<file path="src/rtl/db_pkg.sv">
package db_pkg;

    localparam int MSG_W     = 32;
    localparam int TYPE_HI   = 31;
    localparam int TYPE_LO   = 27;
    localparam int TYPE_W    = TYPE_HI - TYPE_LO + 1;
    localparam int BCAST_BIT = 26;
    localparam int TAG_BITS  = 14;

    typedef enum logic [TYPE_W-1:0] {
        MT_NORMAL     = 5'd0,
        MT_CRITICAL   = 5'd1,
        MT_GUEST      = 5'd2,
        MT_GUEST_CRIT = 5'd3,
        MT_GUEST_MC   = 5'd4
    } msg_type_e;

    typedef struct packed {
        logic crit;
        logic norm;
    } db_class_t;

    typedef enum logic [1:0] {
        PS_IDLE = 2'b00,
        PS_NORM = 2'b01,
        PS_CRIT = 2'b10,
        PS_BOTH = 2'b11
    } pend_state_e;

endpackage

</file>
<file path="src/rtl/db_msg_decode.sv">
module db_msg_decode
    import db_pkg::*;
#(
    parameter int TAG_W = TAG_BITS
) (
    input  logic [MSG_W-1:0] msg,
    output db_class_t        cls,
    output logic             bcast,
    output logic [TAG_W-1:0] tag
);
    msg_type_e mtype;
    logic      unused_mid;

    assign mtype      = msg_type_e'(msg[TYPE_HI:TYPE_LO]);
    assign bcast      = msg[BCAST_BIT];
    assign tag        = msg[TAG_W-1:0];
    assign unused_mid = ^msg[BCAST_BIT-1:TAG_W];

    always_comb begin
        cls = '0;
        unique case (mtype)
            MT_NORMAL:   cls.norm = 1'b1;
            MT_CRITICAL: cls.crit = 1'b1;
            // guest kinds and unknown codes deliver nothing
            default:     cls = '0;
        endcase
    end

endmodule

</file>
<file path="src/rtl/db_target_match.sv">
module db_target_match #(
    parameter int NCORES = 4,
    parameter int TAG_W  = 14
) (
    input  logic [TAG_W-1:0]        tag,
    input  logic                    bcast,
    input  logic [NCORES*TAG_W-1:0] pir_flat,
    output logic [NCORES-1:0]       hit
);
    for (genvar i = 0; i < NCORES; i++) begin : g_cmp
        assign hit[i] = bcast || (pir_flat[i*TAG_W +: TAG_W] == tag);
    end
endmodule

</file>
<file path="src/rtl/db_core_pend.sv">
module db_core_pend
    import db_pkg::*;
(
    input  logic      clk,
    input  logic      rst_n,
    input  db_class_t set_cls,
    input  db_class_t clr_cls,
    output logic [1:0] pend,
    output logic      irq
);
    pend_state_e state, state_n;

    function automatic pend_state_e enc(input logic c, input logic n);
        return pend_state_e'({c, n});
    endfunction

    always_ff @(posedge clk or negedge rst_n) begin
        if (!rst_n) state <= PS_IDLE;
        else        state <= state_n;
    end

    // RAISE ORs in set classes, DROP removes cleared ones; set beats clear
    always_comb begin
        state_n = state;
        unique case (state)
            PS_IDLE: state_n = enc(set_cls.crit, set_cls.norm);
            PS_NORM: state_n = enc(set_cls.crit, set_cls.norm | ~clr_cls.norm);
            PS_CRIT: state_n = enc(set_cls.crit | ~clr_cls.crit, set_cls.norm);
            PS_BOTH: state_n = enc(set_cls.crit | ~clr_cls.crit,
                                   set_cls.norm | ~clr_cls.norm);
            default: state_n = PS_IDLE;
        endcase
    end

    always_comb begin
        pend = 2'b00;
        irq  = 1'b0;
        unique case (state)
            PS_IDLE: begin pend = 2'b00; irq = 1'b0; end
            PS_NORM: begin pend = 2'b01; irq = 1'b1; end
            PS_CRIT: begin pend = 2'b10; irq = 1'b1; end
            PS_BOTH: begin pend = 2'b11; irq = 1'b1; end
            default: begin pend = 2'b00; irq = 1'b0; end
        endcase
    end
endmodule

</file>
<file path="src/rtl/doorbell_router.sv">
module doorbell_router
    import db_pkg::*;
#(
    parameter int NCORES = 4,
    parameter int TAG_W  = TAG_BITS,
    localparam int CORE_W = (NCORES > 1) ? $clog2(NCORES) : 1
) (
    input  logic                    clk,
    input  logic                    rst_n,
    input  logic                    snd_valid,
    input  logic [MSG_W-1:0]        snd_msg,
    input  logic                    clr_valid,
    input  logic [CORE_W-1:0]       clr_core,
    input  logic [MSG_W-1:0]        clr_msg,
    input  logic [NCORES*TAG_W-1:0] pir_flat,
    output logic [2*NCORES-1:0]     pend_flat,
    output logic [NCORES-1:0]       irq
);
    db_class_t          snd_cls, clr_cls;
    logic               snd_bcast;
    logic [TAG_W-1:0]   snd_tag;
    logic               unused_clr_bcast;
    logic [TAG_W-1:0]   unused_clr_tag;
    logic [NCORES-1:0]  hit;

    db_msg_decode #(.TAG_W(TAG_W)) u_snd_dec (
        .msg(snd_msg), .cls(snd_cls), .bcast(snd_bcast), .tag(snd_tag)
    );

    db_msg_decode #(.TAG_W(TAG_W)) u_clr_dec (
        .msg(clr_msg), .cls(clr_cls), .bcast(unused_clr_bcast), .tag(unused_clr_tag)
    );

    db_target_match #(.NCORES(NCORES), .TAG_W(TAG_W)) u_match (
        .tag(snd_tag), .bcast(snd_bcast), .pir_flat(pir_flat), .hit(hit)
    );

    for (genvar i = 0; i < NCORES; i++) begin : g_core
        db_class_t set_i, clr_i;
        assign set_i = (snd_valid && hit[i]) ? snd_cls : '0;
        assign clr_i = (clr_valid && clr_core == CORE_W'(i)) ? clr_cls : '0;

        db_core_pend u_pend (
            .clk(clk), .rst_n(rst_n),
            .set_cls(set_i), .clr_cls(clr_i),
            .pend(pend_flat[2*i +: 2]), .irq(irq[i])
        );
    end

endmodule

</file>
<file path="config.mk">
export PLATFORM = sky130hd
export DESIGN_NAME = doorbell_router
export DESIGN_NICKNAME = d
export VERILOG_FILES = /design/src/rtl/db_pkg.sv /design/src/rtl/db_msg_decode.sv /design/src/rtl/db_target_match.sv /design/src/rtl/db_core_pend.sv /design/src/rtl/doorbell_router.sv
export SDC_FILE = /design/constraint.sdc
export NUM_CORES = 1
export LEC_CHECK = 0
export BUFFER_PORTS_ARGS = -buffer_cell sky130_fd_sc_hd__clkbuf_2
export CORE_ASPECT_RATIO = 2
export CORE_UTILIZATION = 35
export CTS_BUF_LIST = sky130_fd_sc_hd__clkbuf_8
export DETAILED_ROUTE_END_ITERATION = 10
export PLACE_DENSITY = 0.86
export REMOVE_ABC_BUFFERS = 1
export SYNTH_ARGS = -nofsm -noshare
export SYNTH_HDL_FRONTEND = slang
export SYNTH_SLANG_ARGS = --single-unit
</file>
<file path="constraint.sdc">
create_clock -name clk -period 3.4 [get_ports clk]
set_clock_uncertainty 0.2 [all_clocks]
set_input_delay 0.51 -clock clk [delete_from_list [all_inputs] [get_ports clk]]
set_output_delay 0.51 -clock clk [all_outputs]
set_load 0.01 [all_outputs]
</file>
Word-level counts from Yosys, hierarchy flattened
Cells that the tools add are included.

storage, ports and cells
  bits in writable memories = 0
  memories kept = 0
  output and inout port bits = 12
  latch bits = 0
  bits in read-only memories = 0
  register bits after elaboration = 8

cells by class
  $add $sub $neg = 0
  $mul = 0
  eq/ne operators = 21
  divide/modulo/power cells = 0
  reduce and logical (&&, ||, !) cells = 23
  shift-type cells = 0
  order comparisons = 0
  muxes and demuxes = 24
  bitwise logic cells = 16

operator list
  operator            number
  $pmux 2 s4          8
  $eq 14x14->1        4
  $eq 2x2->1 const B  10
  $mux 2              8
  $reduce_or 3->1     4
  $eq 2x1->1 const B  5
  $eq 5x1->1 const B  2
  $logic_not 2->1     5
  $logic_not 5->1     2
  $logic_and 1x1->1   8
  $not 1->1           8
  $or 1x1->1          8
  $pmux 1 s2          4
  $logic_or 1x1->1    4
  $mux 1              4

Depth between registers and ports, before layout
Gate-level depths: netlist of the first run.

  depth in word-level cells = 6
  mapped depth = 4
  mapped depth without buffers = 4

By module
Synthesis of the first run repeated with hierarchy kept, for this count alone.

second synthesis, totals
  cells, all modules = 165
  area total of the unflattened synthesis = 1381.3 sq um

modules (own cells, without submodules)
  module           area each (sq um)  sequential area each (sq um)  instances  cells each
  db_target_match  625.6              0.0                           1          77
  db_core_pend     87.6               50.0                          4          9
  db_msg_decode    132.6              0.0                           2          18
  doorbell_router  140.1              0.0                           1          16

Worst setup path before layout of the first run
OpenSTA, ideal clock, no wires.

  kind = input-to-reg
  from = in clr_msg[28]
  to = reg g_core[0].u_pend.state[0]
  buffers on the path = 0
  path slack = 1.817 ns
  data arrival time = 1.254 ns
  cell stages on the path = 3
  data required time = 3.071 ns
  path through = or3b_2 o31ai_1 o21ai_1

on the way
  word-level cells in the longest chain between the ends = 6

ends and longest elaborated chain
  element                                RTL line                                RTL
  start: declaration                     doorbell_router.sv:14                   input logic [MSG_W-1:0] clr_msg,
  $logic_not 5->1                        db_msg_decode.sv:21                     unique case (mtype)
  $mux 1                                 db_msg_decode.sv:21
  $mux 2                                 doorbell_router.sv:41                   assign clr_i = (clr_valid && clr_core == CORE_W'(i)) ? clr_cls : '0;
  $not 1->1                              db_core_pend.sv:27, db_core_pend.sv:30
  $or 1x1->1                             db_core_pend.sv:27, db_core_pend.sv:30
  $pmux 2 s4                             db_core_pend.sv:25                      unique case (state)
  named net g_core[0].u_pend.state_n[0]  db_core_pend.sv:11                      pend_state_e state, state_n;
  end signal: assignment                 db_core_pend.sv:19                      else state <= state_n;
  end: declaration                       db_core_pend.sv:11

The timed path passes the listed nets, and every way through them passes these cells.

Worst setup path after layout of the first run
  from = in snd_msg[2]
  to = reg g_core[3].u_pend.state[0]

on the way
  word-level cells in the longest chain between the ends = 6

ends and longest elaborated chain
  element                                RTL line                                RTL
  start: declaration                     doorbell_router.sv:11                   input logic [MSG_W-1:0] snd_msg,
  $eq 14x14->1 *                         db_target_match.sv:11                   assign hit[i] = bcast || (pir_flat[i*TAG_W +: TAG_W] == tag);
  $logic_or 1x1->1 *                     db_target_match.sv:11
  $logic_and 1x1->1 *                    doorbell_router.sv:40                   assign set_i = (snd_valid && hit[i]) ? snd_cls : '0;
  $mux 2 *                               doorbell_router.sv:40
  $or 1x1->1                             db_core_pend.sv:27, db_core_pend.sv:30
  $pmux 2 s4 *                           db_core_pend.sv:25
  named net g_core[3].u_pend.state_n[0]  db_core_pend.sv:11
  end signal: assignment                 db_core_pend.sv:19
  end: declaration                       db_core_pend.sv:11

Mark *: on every way through the listed nets, which the timed path passes. The rest lies on a longest branch.

==> metrics.md, run 1 <==
| Metric | Value |
|---|---|
| Worst-Margin Slew | 445 ps |
| Leading registers by flop count | g_core.u_pend.state (8) |
| Worst vdd ir | 0.141 mV |
| Area share of the largest cell type after synthesis | 0.455 |
| Die Ht | 80.5 µm |
| Final ANT Viol Nets | 0 |
| Clk slew on worst S/H paths | 40 ps |
| I/O Pins | 138 |
| Core Area | 2940 µm² |
| Initial core utilization | 0.366 |
| Worst Setup Start Kind | input port |
| Fmax | 569 MHz |
| Top Metal Used | met4 |
| Wire per inst | 13.0 µm |
| Largest net degree at the start of global routing | 9 |
| Crit path largest cell delay | 440 ps |
| Critical Path, Cell by Cell | clkbuf_2, xor2_1, nor4_1, a41oi_1, o21ai_1 |
| DR vias | 1,252 |
| Largest Register | g_core.u_pend.state |
| # placed instances | 243 |
| Total power | 0.453 mW |
| Largest register FFs | 8 |
| Met2 WL | 1950 µm |
| First-pass GRT wire length | 4730 µm |
| Hold Vio Cnt, Final | 0 |
| Commonest non-fill, non-tap cell in the layout | clkbuf_2 |
| Cell row count | 28 |
| Sequential-to-total area share from yosys stat | 0.186 |
| Pwr/cell area | 284 nW/µm² |
| DR vias/cell | 5.07 |
| Critical path's slowest cell | nor4_1 |
| Detailed Route WL | 3200 µm |
| #FFs+latches synth | 8 |
| Critical path class | in2reg |
| Syn Area/Cell | 8.48 µm² |
| Hold/Removal Path Class | reg2reg |
| DRC viols | 0 |
| Required time worst endpoint | 3340 ps |
| GRT Resource Usage Total | 0.211 |
| Synth Instances | 127 |
| Buf/Inv on CP | 1 |
| Quantity of gates resized following cts | 0 |
| Worst path arrival time | 1700 ps |
| Maximum buffer depth of the clock tree | 2 |
| Slew Viols, Final | 0 |
| Antenna cells | 0 |
| Critical Path Sink Type | flop |
| Final period utilization | 0.517 |
| Layout Cells excl Fill | 247 |
| Syn-to-layout area delta | 48.2% |
| Clock sinks | 8 |
| Post-Place Setup Slack | 1430 ps |
| Worst slew margin | 0.701 |
| DRT iter0 DRCs | 7 |
| Final hold slack | 321 ps |
| Critical path fanouts, max | 4 |
| Antenna violations before repair | 0 |
| Clk Latency, worst-skew pair | 220 ps |
| CTS root buffer | clkbuf_8 |
| Remaining global-route overflow | 0 |
| Cell Area, Synth | 1080 µm² |
| Delay-heaviest family, CP | simple AND/OR/NAND/NOR gates |
| Ratio of cells with drive above 1 in the final layout | 0.502 |
| Post-synth top area cell | xor2_1 |
| Ys Warns | 0 |
| Final setup viols | 0 |
| CTS H-Tree Depth | 1 |
| DRT met1 WL | 926 µm |
| Post-DP HPWL | 2990 µm |
| Area contributors post-synth | xor2_1 (46%), dfrtp_1 (19%), nor4_1 (5.8%) |
| Total Neg Setup Slack | 0 ps |
| CTS tree | built |
| Post-CTS Setup Bufs | 0 |
| Final critical-path required period | 1760 ps |
| Vias in the first global route | 1,273 |
| LEAKAGE | 0.841 nW |
| Most frequent cells in the layout | clkbuf_2 (98), xor2_1 (56), nor4_1 (10), o21ai_1 (8), dfrtp_1 (8) |
| DR pass1 iterations | 4 |
| RSZ-0062 raised after global routing | no |
| Cts hold-fix bufs | 1 |
| Metal3 WL | 158 µm |
| Quantity of I/O buffers inserted on ports | 98 |
| Max_cap viols | 0 |
| Cts bufs inserted | 3 |
| Die ar. | 3320 µm² |
| Nets | 345 |
| Status | finished, final reports clean |
| GP Congestion | 0.736 |
| Synth cell types | 19 |
| Die Width | 41.2 µm |
| Final setup margin | 1640 ps |
==> where the power goes <==
part | leakage [nW] | switching, mW | internal [mW]
logic | 0.718 | 0.106 | 0.108
clock network | 0.0216 | 0.0348 | 0.0765
registers | 0.101 | 0.0125 | 0.115
==> cells in the mapped netlist (all sizes together) <==
library cell  number
a41oi              4
buf                4
clkbuf             8
dfrtp              8
nand2              2
nand2b             2
nand3              1
nand3b             2
nor2               4
nor3               1
nor4              13
o21ai             12
o31ai              4
or2                4
or2b               1
or3b               1
xor2              56
==> stage by stage <==
step / util / instance area, µm²
after global placement: 0.525 / 1550
after CTS: 0.543 / 1600
final: 0.543 / 1600
after floorplan: - / 1020
after detailed placement: 0.525 / 1550
after global routing: 0.543 / 1600
==> layout make-up <==
type | instances | area, µm²
fillers | 293 | 1350
multi-input cells | 107 | 817
repair buffers | 99 | 500
flip-flops and latches | 8 | 200
clock buffers | 3 | 41.3
well taps | 30 | 37.5
==> kinds of logic (layout without fill, tap and decap cells) <==
logic type	after synthesis	count (layout)	share of synthesized area
buffers and inverters	12	102	0.0558
and+or+nand+nor	31	31	0.187
DFF	8	8	0.186
AOI/OAI and AO/OA	20	20	0.116
xor gates and xnor gates	56	56	0.455
==> path summary, 6_finish.rpt <==
| path | start | cells past startpoint | slack, ps | endpoint |
|---|---|---|---|---|
| max in group asynchronous | rst_n | 2 | 2360 | g_core[2].u_pend.state[0] |
| hold reg to reg | g_core[0].u_pend.state[1] | 2 | 320 | g_core[0].u_pend.state[1] |
| hold / removal | g_core[0].u_pend.state[1] | 2 | 320 | g_core[0].u_pend.state[1] |
| setup / recovery | snd_msg[2] | 5 | 1640 | g_core[3].u_pend.state[0] |
| setup reg to reg | g_core[3].u_pend.state[0] | 2 | 2510 | g_core[3].u_pend.state[0] |
| min in group asynchronous | rst_n | 2 | 470 | g_core[1].u_pend.state[1] |
==> routing by layer <==
layer / track usage / vias up
met2: 0.439 / 79
met5: 0 / -
met1: 0.143 / 538
met3: 0.0110 / 16
li1: - / 619
met4: 0.132 / 0
==> worst min-delay path, delay by kind of cell (launching register included) <==
family | cells | cell delay [ps]
flops | 1 | 350
compound gates | 2 | 130
No activity file was read; power rests on OpenSTA's default activity.
==> run 2, diff against run 1 <==
ABC_AREA = 1   (was default)
CORE_UTILIZATION = 40   (was 35)
PLACE_DENSITY = 0.83   (was 0.86)
clock period = 1.8 ns   (was 3.4 ns; I/O delays follow)
==> metrics.md, run 2 <==
| Metric | Value |
|---|---|
| Hold EP | g_core[0].u_pend.state[0] |
| DR vias | 2,140 |
| Post-DP HPWL | 3980 µm |
| Critical Path, Cell by Cell | or2_2, clkbuf_2 |
| Gr busiest metal | met2 |
| Post-synth ARST share | 1.00 |
| Largest net degree at the start of global routing | 9 |
| Grt met2 use | 0.453 |
| CTS H-Tree Depth | 1 |
| Clock sinks | 8 |
| Antenna cells | 0 |
| Final period utilization | 0.864 |
| Nets | 556 |
| Area share of the largest cell type after synthesis | 0.451 |
| Largest register FFs | 8 |
| GRT Resource Usage Total | 0.217 |
| Slew Viols, Final | 0 |
| Fmax | 643 MHz |
| Area contributors post-synth | nand2_1 (45%), dfrtp_1 (13%), inv_1 (12%) |
| Die ar. | 4260 µm² |
| Critical path's slowest cell | dfrtp_1 |
| GP Congestion | 0.824 |
| Worst-Margin Slew | 278 ps |
| Cell Area, Synth | 1600 µm² |
| Synth top cells by count | nand2_1 (192), inv_1 (52), nor2_1 (32) |
| Final core utilization | 0.552 |
| CTS root buffer | clkbuf_8 |
| Ys Warns | 0 |
| Most frequent cells in the layout | nand2_1 (192), clkbuf_2 (98), inv_1 (52), nor2_1 (32), inv_2 (12) |
| Post-synth EDFFs | 0 |
| Leading registers by flop count | g_core.u_pend.state (8) |
| Remaining global-route overflow | 0 |
| DR pass1 iterations | 4 |
| Critical Path Sink Type | output port |
| Reg-to-reg critical path startpoint | g_core[2].u_pend.state[1] |
| CTS tree | built |
| Ys flop type | dfrtp_1 |
| Quantity of I/O buffers inserted on ports | 98 |
| Ratio of cells with drive above 1 in the final layout | 0.287 |
| Worst Setup Start Kind | flop |
| Max_cap viols | 0 |
| Hold/Removal Path Class | in2reg |
| Clk slew on worst S/H paths | 40 ps |
| FF-to-FF setup slack | 960 ps |
| LEAKAGE | 1.50 nW |
| Fill count | 434 |
| Origin of the worst min-delay path | snd_msg[27] |
| Pwr/cell area | 443 nW/µm² |
| GRT met3 Usage | 0.0119 |
| Vias in the first global route | 2,017 |
| Die Width | 46.7 µm |
| Maximum buffer depth of the clock tree | 2 |
| Worst vdd ir | 0.334 mV |
| I/O Pins | 138 |
| Syn-to-layout area delta | 32.9% |
| Total Neg Setup Slack | 0 ps |
| Critical path fanouts, max | 3 |
| #FFs+latches synth | 8 |
| Final setup viols | 0 |
| Most common cell in the netlist | nand2_1 |
| DRT iter0 DRCs | 25 |
| Initial core utilization | 0.415 |
| First-pass GRT wire length | 7190 µm |
| Cell row count | 32 |
| Wire per inst | 8.98 µm |
| Final setup margin | 245 ps |
| Worst slew margin | 0.813 |
| Synth cell types | 16 |
| Critical path class | reg2out |
| DRC viols | 0 |
| Reg2Reg Depth | 2 |
| Post-Place Setup Slack | 268 ps |
| Commonest non-fill, non-tap cell in the layout | nand2_1 |
| Required time worst endpoint | 1330 ps |
| Synth Instances | 341 |
| Worst path arrival time | 1090 ps |
| Cts bufs inserted | 3 |
| Post-synth top area cell | nand2_1 |
| Sequential-to-total area share from yosys stat | 0.125 |
| Core Area | 3840 µm² |
| Syn Area/Cell | 4.68 µm² |
| Detailed Route WL | 4300 µm |
| RSZ-0062 raised after global routing | no |
| Final critical-path required period | 1560 ps |
| Antenna violations before repair | 0 |
| DR vias/cell | 4.47 |
| Status | finished, final reports clean |
| Final ANT Viol Nets | 0 |
| GR Util met1 | 0.189 |
| Hold Crit Depth | 4 |
| Clk Latency, worst-skew pair | 220 ps |
| Crit path largest cell delay | 380 ps |
| Largest Register | g_core.u_pend.state |
| Die Ht | 91.3 µm |
| Hold Vio Cnt, Final | 0 |
| FF-to-FF End | g_core[2].u_pend.state[1] |
==> run 2: how the worst max path moves through the flow <==
stage / from / end / slack [ps]
after floorplan: clr_msg[28] / g_core[0].u_pend.state[1] / 450
after global placement: snd_msg[9] / g_core[1].u_pend.state[0] / 290
after detailed placement: snd_msg[9] / g_core[1].u_pend.state[0] / 270
after CTS: g_core[2].u_pend.state[1] / irq[2] / 260
after global routing: g_core[2].u_pend.state[1] / irq[2] / 220
final: g_core[2].u_pend.state[1] / irq[2] / 240
==> run 2: per-layer routing <==
| metal | vias up | share of wire |
|---|---|---|
| li1 | 1143 | - |
| met4 | 0 | 0.020 |
| met3 | 8 | 0.042 |
| met2 | 73 | 0.61 |
| met5 | - | 0 |
| met1 | 916 | 0.33 |
==> run 2: through the flow <==
stage                     hold slack [ps]  cell area (µm²)  power [mW]  std cells
after CTS                             169             2120       0.947        479
after global placement              -83.5             2070       0.713        475
final                                 166             2120       0.940        479
after floorplan                      -226             1520       0.494        326
after global routing                  199             2120        1.03        479
after detailed placement            -81.3             2070       0.735        475
==> run 2: final cells by class <==
class                           instances  area, µm²  area share
Tap cell                               51       63.8      0.0301
Multi-Input combinational cell        254       1080       0.507
Timing Repair Buffer                   99        500       0.236
Inverter                               64        240       0.113
Clock buffer                            3       41.3      0.0195
Sequential cell                         8        200      0.0943
==> run 2: repair_timing <==
item | in CTS | in global routing
gates resized for setup | 0 | 0
buffers inserted | 0 | 0
hold buffers | 1 | 0
hold endpoints to repair | 8 | 0
==> run 2: kinds of logic (layout without fill, tap and decap cells) <==
group         after synthesis  after routing  synth area share
simple gates              246            246             0.630
buf+inv                    79            166             0.201
xor+xnor                    8              8            0.0439
flops                       8              8             0.125
==> run 2: where the power goes <==
group | total (mW) | switching [mW] | internal [mW]
combinational | 0.490 | 0.268 | 0.222
sequential | 0.244 | 0.0276 | 0.217
clock | 0.205 | 0.0612 | 0.144
total | 0.940 | 0.357 | 0.583
==> run 2: critical path: cells and delay by family (launching register included) <==
family,cells,cell delay [ps]
simple gates,1,330
buf+inv,1,150
flops,1,380
